===== src/rtl/lns_pkg.sv =====
package lns_pkg;

    // Width of the two's-complement log field; the sign bit sits above it.
    localparam int unsigned LNS_LOG_W = 19;

    typedef enum logic [1:0] {
        OP_MUL    = 2'd0,
        OP_DIV    = 2'd1,
        OP_ROOT   = 2'd2,
        OP_SQUARE = 2'd3
    } lns_op_e;

endpackage


===== src/rtl/lns_sat.sv =====
// Narrows a wider two's-complement value to OUT_W bits, clamping at the limits.
module lns_sat #(
    parameter int unsigned IN_W  = 20,
    parameter int unsigned OUT_W = 19
) (
    input  logic [IN_W-1:0]  val_i,
    output logic [OUT_W-1:0] val_o,
    output logic             clip_o
);
    localparam int unsigned TOP_W = IN_W - OUT_W + 1;

    logic [TOP_W-1:0] top_bits;

    assign top_bits = val_i[IN_W-1:OUT_W-1];

    always_comb begin
        // Representable only when all bits from the new sign upward agree.
        clip_o = !((&top_bits) || !(|top_bits));
        if (!clip_o) begin
            val_o = val_i[OUT_W-1:0];
        end else if (val_i[IN_W-1]) begin
            val_o = {1'b1, {(OUT_W-1){1'b0}}};
        end else begin
            val_o = {1'b0, {(OUT_W-1){1'b1}}};
        end
    end

endmodule


===== src/rtl/lns_log_addsub.sv =====
// Sum or difference of two log fields: the multiply and divide datapath.
module lns_log_addsub #(
    parameter int unsigned W = lns_pkg::LNS_LOG_W
) (
    input  logic [W-1:0] a_i,
    input  logic [W-1:0] b_i,
    input  logic         sub_i,
    output logic [W-1:0] y_o,
    output logic         ovf_o
);
    logic [W:0] a_x;
    logic [W:0] b_x;
    logic [W:0] sum;

    always_comb begin
        a_x = {a_i[W-1], a_i};
        b_x = {b_i[W-1], b_i};
        // One guard bit holds every exact result of +/- on W-bit values.
        sum = sub_i ? (a_x - b_x) : (a_x + b_x);
    end

    lns_sat #(
        .IN_W (W + 1),
        .OUT_W(W)
    ) u_sat (
        .val_i (sum),
        .val_o (y_o),
        .clip_o(ovf_o)
    );

endmodule


===== src/rtl/lns_log_shift.sv =====
// Halving (root) or doubling (square) of a log field.
module lns_log_shift #(
    parameter int unsigned W = lns_pkg::LNS_LOG_W
) (
    input  logic [W-1:0] a_i,
    input  logic         up_i,
    output logic [W-1:0] y_o,
    output logic         ovf_o
);
    logic [W:0]   dbl;
    logic [W-1:0] dbl_sat;
    logic         dbl_clip;
    logic [W-1:0] half;

    // Exact doubled value in W+1 bits.
    assign dbl  = {a_i, 1'b0};
    // Arithmetic shift right: rounds toward minus infinity.
    assign half = {a_i[W-1], a_i[W-1:1]};

    lns_sat #(
        .IN_W (W + 1),
        .OUT_W(W)
    ) u_sat (
        .val_i (dbl),
        .val_o (dbl_sat),
        .clip_o(dbl_clip)
    );

    always_comb begin
        y_o   = up_i ? dbl_sat : half;
        ovf_o = up_i & dbl_clip;
    end

endmodule


===== src/rtl/lns_mdu.sv =====
module lns_mdu
    import lns_pkg::*;
#(
    parameter int unsigned LOG_W = lns_pkg::LNS_LOG_W
) (
    input  logic             clk_i,
    input  logic             rst_n_i,
    input  logic             in_valid_i,
    input  logic [1:0]       op_i,
    input  logic [LOG_W:0]   a_i,
    input  logic [LOG_W:0]   b_i,
    output logic             out_valid_o,
    output logic [LOG_W:0]   result_o,
    output logic             ovf_o,
    output logic             inv_o
);
    localparam int unsigned WORD_W = LOG_W + 1;
    localparam logic [LOG_W-1:0] LOG_MAX = {1'b0, {(LOG_W-1){1'b1}}};
    localparam logic [LOG_W-1:0] LOG_MIN = {1'b1, {(LOG_W-1){1'b0}}};

    typedef struct packed {
        logic              vld;
        logic [WORD_W-1:0] res;
        logic              ovf;
        logic              inv;
    } state_t;

    state_t  state_d;
    state_t  state_q;
    lns_op_e op;

    logic [LOG_W-1:0] as_y;
    logic             as_ovf;
    logic [LOG_W-1:0] sh_y;
    logic             sh_ovf;
    logic             sign_a;
    logic             sign_b;

    assign op     = lns_op_e'(op_i);
    assign sign_a = a_i[WORD_W-1];
    assign sign_b = b_i[WORD_W-1];

    lns_log_addsub #(
        .W(LOG_W)
    ) u_addsub (
        .a_i  (a_i[LOG_W-1:0]),
        .b_i  (b_i[LOG_W-1:0]),
        .sub_i(op == OP_DIV),
        .y_o  (as_y),
        .ovf_o(as_ovf)
    );

    lns_log_shift #(
        .W(LOG_W)
    ) u_shift (
        .a_i  (a_i[LOG_W-1:0]),
        .up_i (op == OP_SQUARE),
        .y_o  (sh_y),
        .ovf_o(sh_ovf)
    );

    always_comb begin
        state_d     = state_q;
        state_d.vld = in_valid_i;
        if (in_valid_i) begin
            case (op)
                OP_MUL, OP_DIV: begin
                    state_d.res = {sign_a ^ sign_b, as_y};
                    state_d.ovf = as_ovf;
                    state_d.inv = 1'b0;
                end
                OP_ROOT: begin
                    state_d.res = {1'b0, sh_y};
                    state_d.ovf = 1'b0;
                    state_d.inv = sign_a;
                end
                default: begin
                    state_d.res = {1'b0, sh_y};
                    state_d.ovf = sh_ovf;
                    state_d.inv = 1'b0;
                end
            endcase
        end
    end

    always_ff @(posedge clk_i or negedge rst_n_i) begin
        if (!rst_n_i) begin
            state_q <= '0;
        end else begin
            state_q <= state_d;
        end
    end

    assign out_valid_o = state_q.vld;
    assign result_o    = state_q.res;
    assign ovf_o       = state_q.ovf;
    assign inv_o       = state_q.inv;

    // valid tracks the request with one cycle of latency.
    a_r2_valid_follows: assert property (@(posedge clk_i) disable iff (!rst_n_i)
        in_valid_i |=> out_valid_o);

    // an idle cycle leaves the result and flags untouched.
    a_r2_idle_holds: assert property (@(posedge clk_i) disable iff (!rst_n_i)
        !in_valid_i |=> (!out_valid_o && $stable(result_o) && $stable(ovf_o) && $stable(inv_o)));

    // only a root may raise the invalid flag.
    a_r6_inv_only_root: assert property (@(posedge clk_i) disable iff (!rst_n_i)
        (in_valid_i && op_i != 2'd2) |=> !inv_o);

    // halving a log field can never clamp.
    a_r5_root_no_ovf: assert property (@(posedge clk_i) disable iff (!rst_n_i)
        (in_valid_i && op_i == 2'd2) |=> !ovf_o);

    // a square is always positive.
    a_r7_square_positive: assert property (@(posedge clk_i) disable iff (!rst_n_i)
        (in_valid_i && op_i == 2'd3) |=> !result_o[WORD_W-1]);

    // a clamped result sits on one of the two limits.
    a_r8_ovf_at_limit: assert property (@(posedge clk_i) disable iff (!rst_n_i)
        ovf_o |-> (result_o[LOG_W-1:0] == LOG_MAX || result_o[LOG_W-1:0] == LOG_MIN));

endmodule


===== config.mk =====
export PLATFORM = sky130hd
export DESIGN_NAME = lns_mdu
export DESIGN_NICKNAME = d
export VERILOG_FILES = /design/src/rtl/lns_pkg.sv /design/src/rtl/lns_sat.sv /design/src/rtl/lns_log_addsub.sv /design/src/rtl/lns_log_shift.sv /design/src/rtl/lns_mdu.sv
export SDC_FILE = /design/constraint.sdc
export NUM_CORES = 1
export LEC_CHECK = 0
export ABC_AREA = 1
export BUFFER_PORTS_ARGS = -buffer_cell sky130_fd_sc_hd__buf_2
export CAP_MARGIN = 0
export CELL_PAD_IN_SITES_DETAIL_PLACEMENT = 0
export CELL_PAD_IN_SITES_GLOBAL_PLACEMENT = 2
export CORE_MARGIN = 2
export CORE_UTILIZATION = 31
export CTS_CLUSTER_DIAMETER = 200
export CTS_CLUSTER_SIZE = 20
export DETAILED_ROUTE_END_ITERATION = 16
export GPL_ROUTABILITY_DRIVEN = 0
export PLACE_DENSITY_LB_ADDON = 0.3
export REMOVE_ABC_BUFFERS = 1
export SLEW_MARGIN = 0
export SYNTH_ARGS = -nofsm -noshare
export SYNTH_HDL_FRONTEND = slang
export SYNTH_HIERARCHICAL = 1
export SYNTH_SLANG_ARGS = --single-unit

===== constraint.sdc =====
create_clock -name clk_i -period 0.9 [get_ports clk_i]
set_input_delay 0.045 -clock clk_i [delete_from_list [all_inputs] [get_ports clk_i]]
set_output_delay 0.045 -clock clk_i [all_outputs]
set_load 0.03 [all_outputs]

Word level (Yosys, flattened, before mapping)

Cells that the tools add are included.

Register bits: 23
Input bits: 45
Output and inout port bits: 23

Reductions and logical operators: 12
Bitwise gates (word level): 2
$add $sub $neg: 2
Equal/unequal tests: 3
Muxes and demuxes: 7

Operators with widths:

| cell                                           | number |
|---|---|
| two-way mux 19 bit                             | 5 |
| case mux 22 bit (2 select lines)               | 1 |
| adder 19 x 19 -> 20 bit                        | 1 |
| two-way mux 20 bit                             | 1 |
| subtractor 19 x 19 -> 20 bit                   | 1 |
| OR reduction 2 bit                             | 3 |
| == test 2 bit (second input constant)          | 2 |
| logical NOT 1 bit                              | 4 |
| AND reduction 2 bit                            | 2 |
| == test 2 x 1 -> 1 bit (second input constant) | 1 |
| logical NOT 2 bit                              | 1 |
| logical OR 1 bit                               | 2 |
| AND 1 bit                                      | 1 |
| bitwise XOR 1 bit                              | 1 |

Longest topological paths before layout

Gate-level depths: netlist (run 1).

Word-level depth: 7
Gate-level depth with buffers: 29
Gate-level depth less buffers: 26

By module

The synthesis (run 1) kept the hierarchy.

By module, submodules not included:

| module         | times used | area each (um2) | cells each | sequential area each (um2) |
|---|---|---|---|---|
| lns_log_addsub | 1          | 1771.7          | 334        | 0.0 |
| lns_mdu        | 1          | 1263.7          | 188        | 575.6 |
| lns_sat        | 2          | 249.0           | 46         | 0.0 |
| lns_log_shift  | 1          | 242.7           | 63         | 0.0 |

Least setup slack after synthesis (run 1)

Ideal clock, no wire load.

Kind: input -> register
Start point: input port b_i[0]
End point: register state_q (netlist bit result_o[7])
Cell stages on the path: 26
Path slack: -2.137 ns
Data required time: 0.783 ns
Library setup time: 0.117 ns
Path buffers: 2
Data arrival time: 2.919 ns
Cells stage by stage: inv_1 > ha_1 > nand3_1 > nor2_2 > nand2_1 > nand2_1 > o21ai_1 > xor2_1 > ha_1 > a21oi_1 > nor2_1 > nor2_1 > nor2_1 > nor2_1 > nand2_1 > nand2_1 > nand2_1 > ha_1 > buf_6 > buf_6 > nand2_1 > o21ai_0 > inv_1 > nand2_1 > nand3_1 > nand2_1

Longest elaborated chain between the ends: 7

Ends and longest elaborated chain:

| item                                                                           | RTL line             | source |
|---|---|---|
| from (decl)                                                                    | lns_mdu.sv:11        | `input logic [LOG_W:0] b_i,` |
| adder 19 x 19 -> 20 bit / subtractor 19 x 19 -> 20 bit (equally long branches) | lns_log_addsub.sv:19 | `sum = sub_i ? (a_x - b_x) : (a_x + b_x);` |
| two-way mux 20 bit (*)                                                         | lns_log_addsub.sv:19 |  |
| via u_addsub.sum[19]                                                           | lns_log_addsub.sv:13 | `logic [W:0] sum;` |
| OR reduction 2 bit                                                             | lns_sat.sv:18        | `clip_o = !((&top_bits) \|\| !(\|top_bits));` |
| logical NOT 1 bit                                                              | lns_sat.sv:18        |  |
| logical OR 1 bit                                                               | lns_sat.sv:18        |  |
| two-way mux 19 bit (*)                                                         | lns_sat.sv:19        | `if (!clip_o) begin` |
| via as_y[7]                                                                    | lns_mdu.sv:32        | `logic [LOG_W-1:0] as_y;` |
| case mux 22 bit (2 select lines) (*)                                           | lns_mdu.sv:66        | `case (op)` |
| to (signal assigned)                                                           | lns_mdu.sv:90        | `state_q <= state_d;` |
| to (decl)                                                                      | lns_mdu.sv:29        | `state_t state_q;` |

The timed path passes the listed nets; every way through them passes the cells marked *.
A chain may end at the register's enable or synchronous reset.

Worst setup path after layout (run 1)

Start point: input port b_i[1]
End point: register state_q (netlist bit result_o[6])

The elaborated chain is that of the path after synthesis.

==> results of run 1 <==
synthesized netlist by cell type (2+ instances only):
library cell,count,area [um^2]
nor3_1,3,15.0
buf_6,11,124
buf_4,6,45.0
xor2_1,20,175
o21ai_1,13,65.1
nand3b_1,2,15.0
o21ai_0,35,175
nor2_2,3,18.8
a21oi_1,15,75.1
nand3_1,48,240
nand2_1,285,1070
buf_2,7,35.0
nand4_1,4,25.0
nand3_2,3,30.0
or2_2,2,12.5
nand2_2,9,56.3
inv_1,93,349
xnor2_1,5,43.8
dfrtp_1,23,576
nor2_1,44,165
inv_2,9,33.8
ha_1,24,300
nor2_4,3,33.8
metrics by stage:
step / setup slack (ns) / hold WS, ns / TNS [ns]
after floorplan: -2.83 / -0.251 / -55.95
after global placement: -2.39 / 0.0372 / -47.06
after detailed placement: -2.43 / 0.0458 / -47.22
after CTS: -1.95 / 0.0748 / -38.23
after global routing: -2.18 / 0.108 / -42.82
final: -1.95 / 0.0778 / -38.20
final cells by class:
type / instances / area [um^2] / area share
tap: 147 / 184 / 0.0308
multi-input combinational: 528 / 3030 / 0.508
clock buffer: 4 / 78.8 / 0.0132
sequential: 23 / 576 / 0.0965
timing repair buffer: 226 / 1700 / 0.285
inverter: 102 / 397 / 0.0665
per-layer routing:
metal	wire, um	part of all wire	global-route usage	vias up
met1	5770	0.47	0.251	2021
met4	201	0.016	0.0545	0
met5	0	0	0	-
met3	352	0.028	0.00847	13
met2	6040	0.49	0.341	82
li1	-	-	-	2496
worst paths after layout:
path | depth (start not counted) | start | to
max | 27 | b_i[1] | result_o[6]
min | 4 | b_i[19] | result_o[19]
max reg2reg | 2 | inv_o | inv_o
min reg2reg | 2 | result_o[12] | result_o[12]
max in group asynchronous | 2 | rst_n_i | result_o[14]
min in group asynchronous | 2 | rst_n_i | result_o[4]
registers in the layout, indices dropped and copies added, names as in the netlist:
register and flops:
ovf_o 1, out_valid_o 1, result_o 20, inv_o 1
worst max-delay path: cells and delay by family:
| kind | cells | cell delay, ns |
|---|---|---|
| adder cells (fa/ha/maj) | 3 | 0.76 |
| XOR/XNOR | 1 | 0.16 |
| buffers and inverters | 7 | 0.69 |
| AO/OA/AOI/OAI | 2 | 0.13 |
| AND/OR/NAND/NOR | 14 | 1.21 |
cells by family after synthesis:
family / count (synthesis) / synth area share
and+or+nand+nor: 410 / 0.457
buffers and inverters: 126 / 0.155
DFF: 23 / 0.152
xor gates and xnor gates: 25 / 0.0580
adders and majority gates: 25 / 0.0848
AOI/OAI and AO/OA: 67 / 0.0918
other: 1 / 0.000993
power groups by stage:
stage          logic (mW)  clock network (mW)  registers, mW
6_report             6.11               0.949           1.33
2_1_floorplan        2.29                   0           1.78
3_5_place_dp         4.62                   0           1.36
5_1_grt              6.74                1.01           1.37
4_1_cts              5.53               0.973           1.34
3_3_place_gp         4.60                   0           1.35
what timing repair did:
action,in CTS,in global routing
pin swaps,25,54
hold endpoints to repair,23,0
hold buffers,1,0
setup endpoints to repair,20,20
cloned,3,1
gates resized for setup,57,85
buffers inserted,13,15
==> results.yml, run 1 <==
yosys:
  async_flop_share: 1.00
  synthCells: 677
  synth_edf_count: 0
  synth.cell_area_um2: 3780
  ys_seq_area_frac: 0.152
  synth-warning-count: 6
  ys.flop_type: "dfrtp_1"
  synth_seq_cells: 23
  syn_area_per_cell_um2: 5.58
  ys_types: 33
sta:
  period_minus_slack_ns: 2.85
  finClkSkew_ns: 0
  rsz0062_at_grt: "true"
  max_freq_ghz: 0.351
  fin_crit_sh: 3.17
  finalHoldViolCount: 0
  worst_pin_slew_ns: 0.507
  setup_viol: 20
  max-slew-margin-rel: 0.662
  finalMaxSlewViolations: 0
  layout_setup_ws_ns: -1.95
power:
  swShare: 0.440
  power_leakage_nw: 3.36
  p_per_area_nw_per_um2: 1410
  seq_power_share: 0.159
  combPwrFrac: 0.728
  p_int_mw: 4.70
  p_switching_mw: 3.70
  p_total_mw: 8.40
  vdd_drop_max_uv: 647
  p_clk_frac: 0.113
placement:
  placed_area_um2: 5080
  post-place-cells: 995
  post-dp-hpwl_mm: 9.76
  port_buffers: 67
clock_network:
  cts.sinks: 23
  tritoncts: "built"
  clk_pin_slew_ns: 0.06
  cts_buffers: 3
  clkLatencyLatePin_ns: 0.25
  cts_max_level: 1
  root_buffer: "clkbuf_16"
  clk_path_buf_depth: 2
setup_path:
  worstPathMaxFanout: 5
  worst-setup-path-type: "input pin to flip-flop"
  critPathLaunchType: "input pin"
  worstPathArrival_ns: 3.00
  cp.required_ns: 1.05
  reg2reg_slack_ns: 0.28
  cpPeakStageDelay_ns: 0.39
  critPathMostFrequentCell: "nand2_2"
  slowest_stage: "ha_1"
  cp-end-kind: "flip-flop"
status:
  violations: "setup timing"
  outcome: "complete, but fails checks"
global_route:
  grt_max_degree: 38
  grt_pass1_wl_mm: 20.7
  grt-ovfl-total: 0
  grt_pass1_vias: 4408
  antenna_found_initial: 0
  track_usage: 0.191
detailed_routing:
  ant_nets: 0
  routedWlPerCell_um: 12.0
  wirelength_mm: 12.4
  vias: 4612
  drc_errors: 0
  drt_iter0_markers: 233
  first_pass_iters: 4
  post_drt_via_cell_ratio: 4.48
cells_and_area:
  stdcell_area_um2: 5960
  final_common_cell: "nand2_1"
  diodes: 0
  layoutNonFillerInstCount: 1030
  syn2layout_area_growth_pct: 57.9
  final_nets: 954
  fin_util: 0.499
  drive_gt1_frac: 0.401
  fillers: 1275
  final_cell_mix: "nand2_1 (255), buf_4 (141), inv_1 (85)"
job:
  max-cap-violations: 0
floorplanning:
  die_h_um: 114
  die_x_um: 114
  dieArea_um2: 13100
  ios: 68
  rows: 40
  core_area_um2: 12000
  initial_core_util: 0.316
min_path:
  hp-class: "input pin to flip-flop"
Note: power is estimated with default switching activity, not from simulation.
==> inputs of run 2 (changes only) <==
- BUFFER_PORTS_ARGS: -buffer_cell sky130_fd_sc_hd__buf_2 -> unset
- CORE_UTILIZATION: 31 -> 36
- DONT_BUFFER_PORTS: unset -> 1
==> run 2 against run 1 <==
The run ends with hold timing, setup timing left. Via count down 5.9%. Utilization up 3.8 points. Fmax grew 5.9%. Combinational power about the same. Clock skew unchanged. First-iteration DRC count decreased by 14%. Critical path type unchanged. Largest power group unchanged.
==> results.yml, run 2 (synthesis results as in run 1) <==
status:
  outcome: "complete, but fails checks"
  violations: "hold timing, setup timing"
cells_and_area:
  final_common_cell: "nand2_1"
  syn2layout_area_growth_pct: 45.4
  fillers: 1022
  final_nets: 872
  stdcell_area_um2: 5490
  multi_input_area_um2: 3010
  ff_latch_area_um2: 576
  drive_gt1_frac: 0.328
  diodes: 0
  final_cell_mix: "nand2_1 (259), buf_4 (126), inv_1 (84)"
  largest_reg_flops: 20
clock_network:
  clk_pin_slew_ns: 0.07
  cts_max_level: 1
  clkLatencyLatePin_ns: 0.26
  root_buffer: "clkbuf_8"
  clk_path_buf_depth: 2
  ctsHoldBuffers: 4
  tritoncts: "built"
  cts.sinks: 23
  cts_buffers: 3
setup_path:
  worstPathMaxFanout: 5
  reg2reg_slack_ns: 0.16
  worstPathArrival_ns: 2.84
  cp-end-kind: "flip-flop"
  critPathLaunchType: "input pin"
  r2r_start: "result_o[16]"
  crit_path_start: "b_i[1]"
  slowest_stage: "ha_1"
  critPathCapture: "result_o[16]"
  worstReg2RegEnd: "result_o[16]"
  r2r_cells: 3
  cp.required_ns: 1.05
  worst-setup-path-type: "input pin to flip-flop"
  cpPeakStageDelay_ns: 0.35
  critPathMostFrequentCell: "nand2_1"
sta:
  setup_viol: 20
  setup_tns_ns: -35.00
  max-slew-margin-rel: 0.330
  finalHoldViolCount: 23
  max_freq_ghz: 0.371
  fin_crit_sh: 2.99
  finClkSkew_ns: 0
  period_minus_slack_ns: 2.69
  rsz0062_at_grt: "true"
  finalMaxSlewViolations: 0
  worst_pin_slew_ns: 1.01
  hold_slack_ns: -0.186
  layout_setup_ws_ns: -1.79
placement:
  post-dp-hpwl_mm: 9.15
  placed_area_um2: 4610
  port_buffers: 0
global_route:
  grt-ovfl-total: 0
  grt_pass1_vias: 4182
  antenna_found_initial: 0
  grt_pass1_wl_mm: 19.6
  grt_max_degree: 38
  track_usage: 0.212
min_path:
  hp-class: "input pin to flip-flop"
detailed_routing:
  drc_errors: 0
  routedWlPerCell_um: 13.0
  post_drt_via_cell_ratio: 4.63
  wirelength_mm: 12.2
  vias: 4340
  ant_nets: 0
  first_pass_iters: 5
  drt_iter0_markers: 200
floorplanning:
  die_x_um: 106
  dieArea_um2: 11300
  initial_core_util: 0.369
  die_h_um: 106
  ios: 68
  rows: 37
  core_area_um2: 10200
power:
  power_leakage_nw: 3.02
  vdd_drop_max_uv: 817
  p_per_area_nw_per_um2: 1470
job:
  max-cap-violations: 0
[run 2: cell types whose count changed in the layout (fill, tap and decap cells not counted), moves of 4 or more]
cell,delta
nand2_1,+4
buf_2,-63
buf_6,-9
buf_4,-15
nor2_2,-5
nand2_2,-5
[run 2: worst max-delay path: cells and delay by family]
family                   cells  cell delay (ns)
AO/OA/AOI/OAI                3             0.27
XOR/XNOR                     1             0.15
adder cells (fa/ha/maj)      3             0.82
buffers and inverters        4             0.37
AND/OR/NAND/NOR             14             1.19
[run 2: area by class of cell]
cell class                      count  area share
Clock buffer                        4     0.00820
Multi-Input combinational cell    528       0.548
Timing Repair Buffer              144       0.235
Sequential cell                    23       0.105
Tap cell                          136      0.0310
Inverter                          102      0.0734
[run 2: what timing repair did]
item / in CTS / in global routing
pin swaps: 31 / 38
setup buffers: 22 / 4
setup endpoints to repair: 20 / 45
endpoints found under the hold margin: 46 / 22
gates resized for setup: 79 / 49
cloned: 4 / 3
[run 2: metrics by stage]
step / setup slack (ns) / util / power (mW) / instances
after floorplan: -2.83 / - / 4.07 / 653
after CTS: -1.74 / 0.515 / 7.61 / 933
after global placement: -2.18 / 0.450 / 5.67 / 899
final: -1.79 / 0.537 / 8.10 / 937
after detailed placement: -2.23 / 0.450 / 5.70 / 899
after global routing: -2.00 / 0.537 / 8.78 / 937
[run 2: worst min path at each step]
stage / start / endpoint / slack, ns / cells past startpoint
6_report: in_valid_i / out_valid_o / -0.19 / 0
3_3_place_gp: rst_n_i / result_o[0] / -0.25 / 0
2_1_floorplan: rst_n_i / inv_o / -0.25 / 0
5_1_grt: in_valid_i / out_valid_o / -0.21 / 0
3_5_place_dp: rst_n_i / result_o[0] / -0.25 / 0
4_1_cts: in_valid_i / out_valid_o / -0.19 / 0
[run 2: power breakdown]
group | switching [mW] | internal [mW]
logic | 3.13 | 3.00
clock network | 0.296 | 0.315
registers | 0.115 | 1.24
total | 3.54 | 4.55
[run 2: metal layers]
layer / GRT usage / vias to the layer above / wire [um]
met5: 0 / - / 0
met4: 0.0705 / 0 / 172
met3: 0.0178 / 12 / 520
met2: 0.364 / 111 / 6020
met1: 0.279 / 1883 / 5470
li1: - / 2334 / -
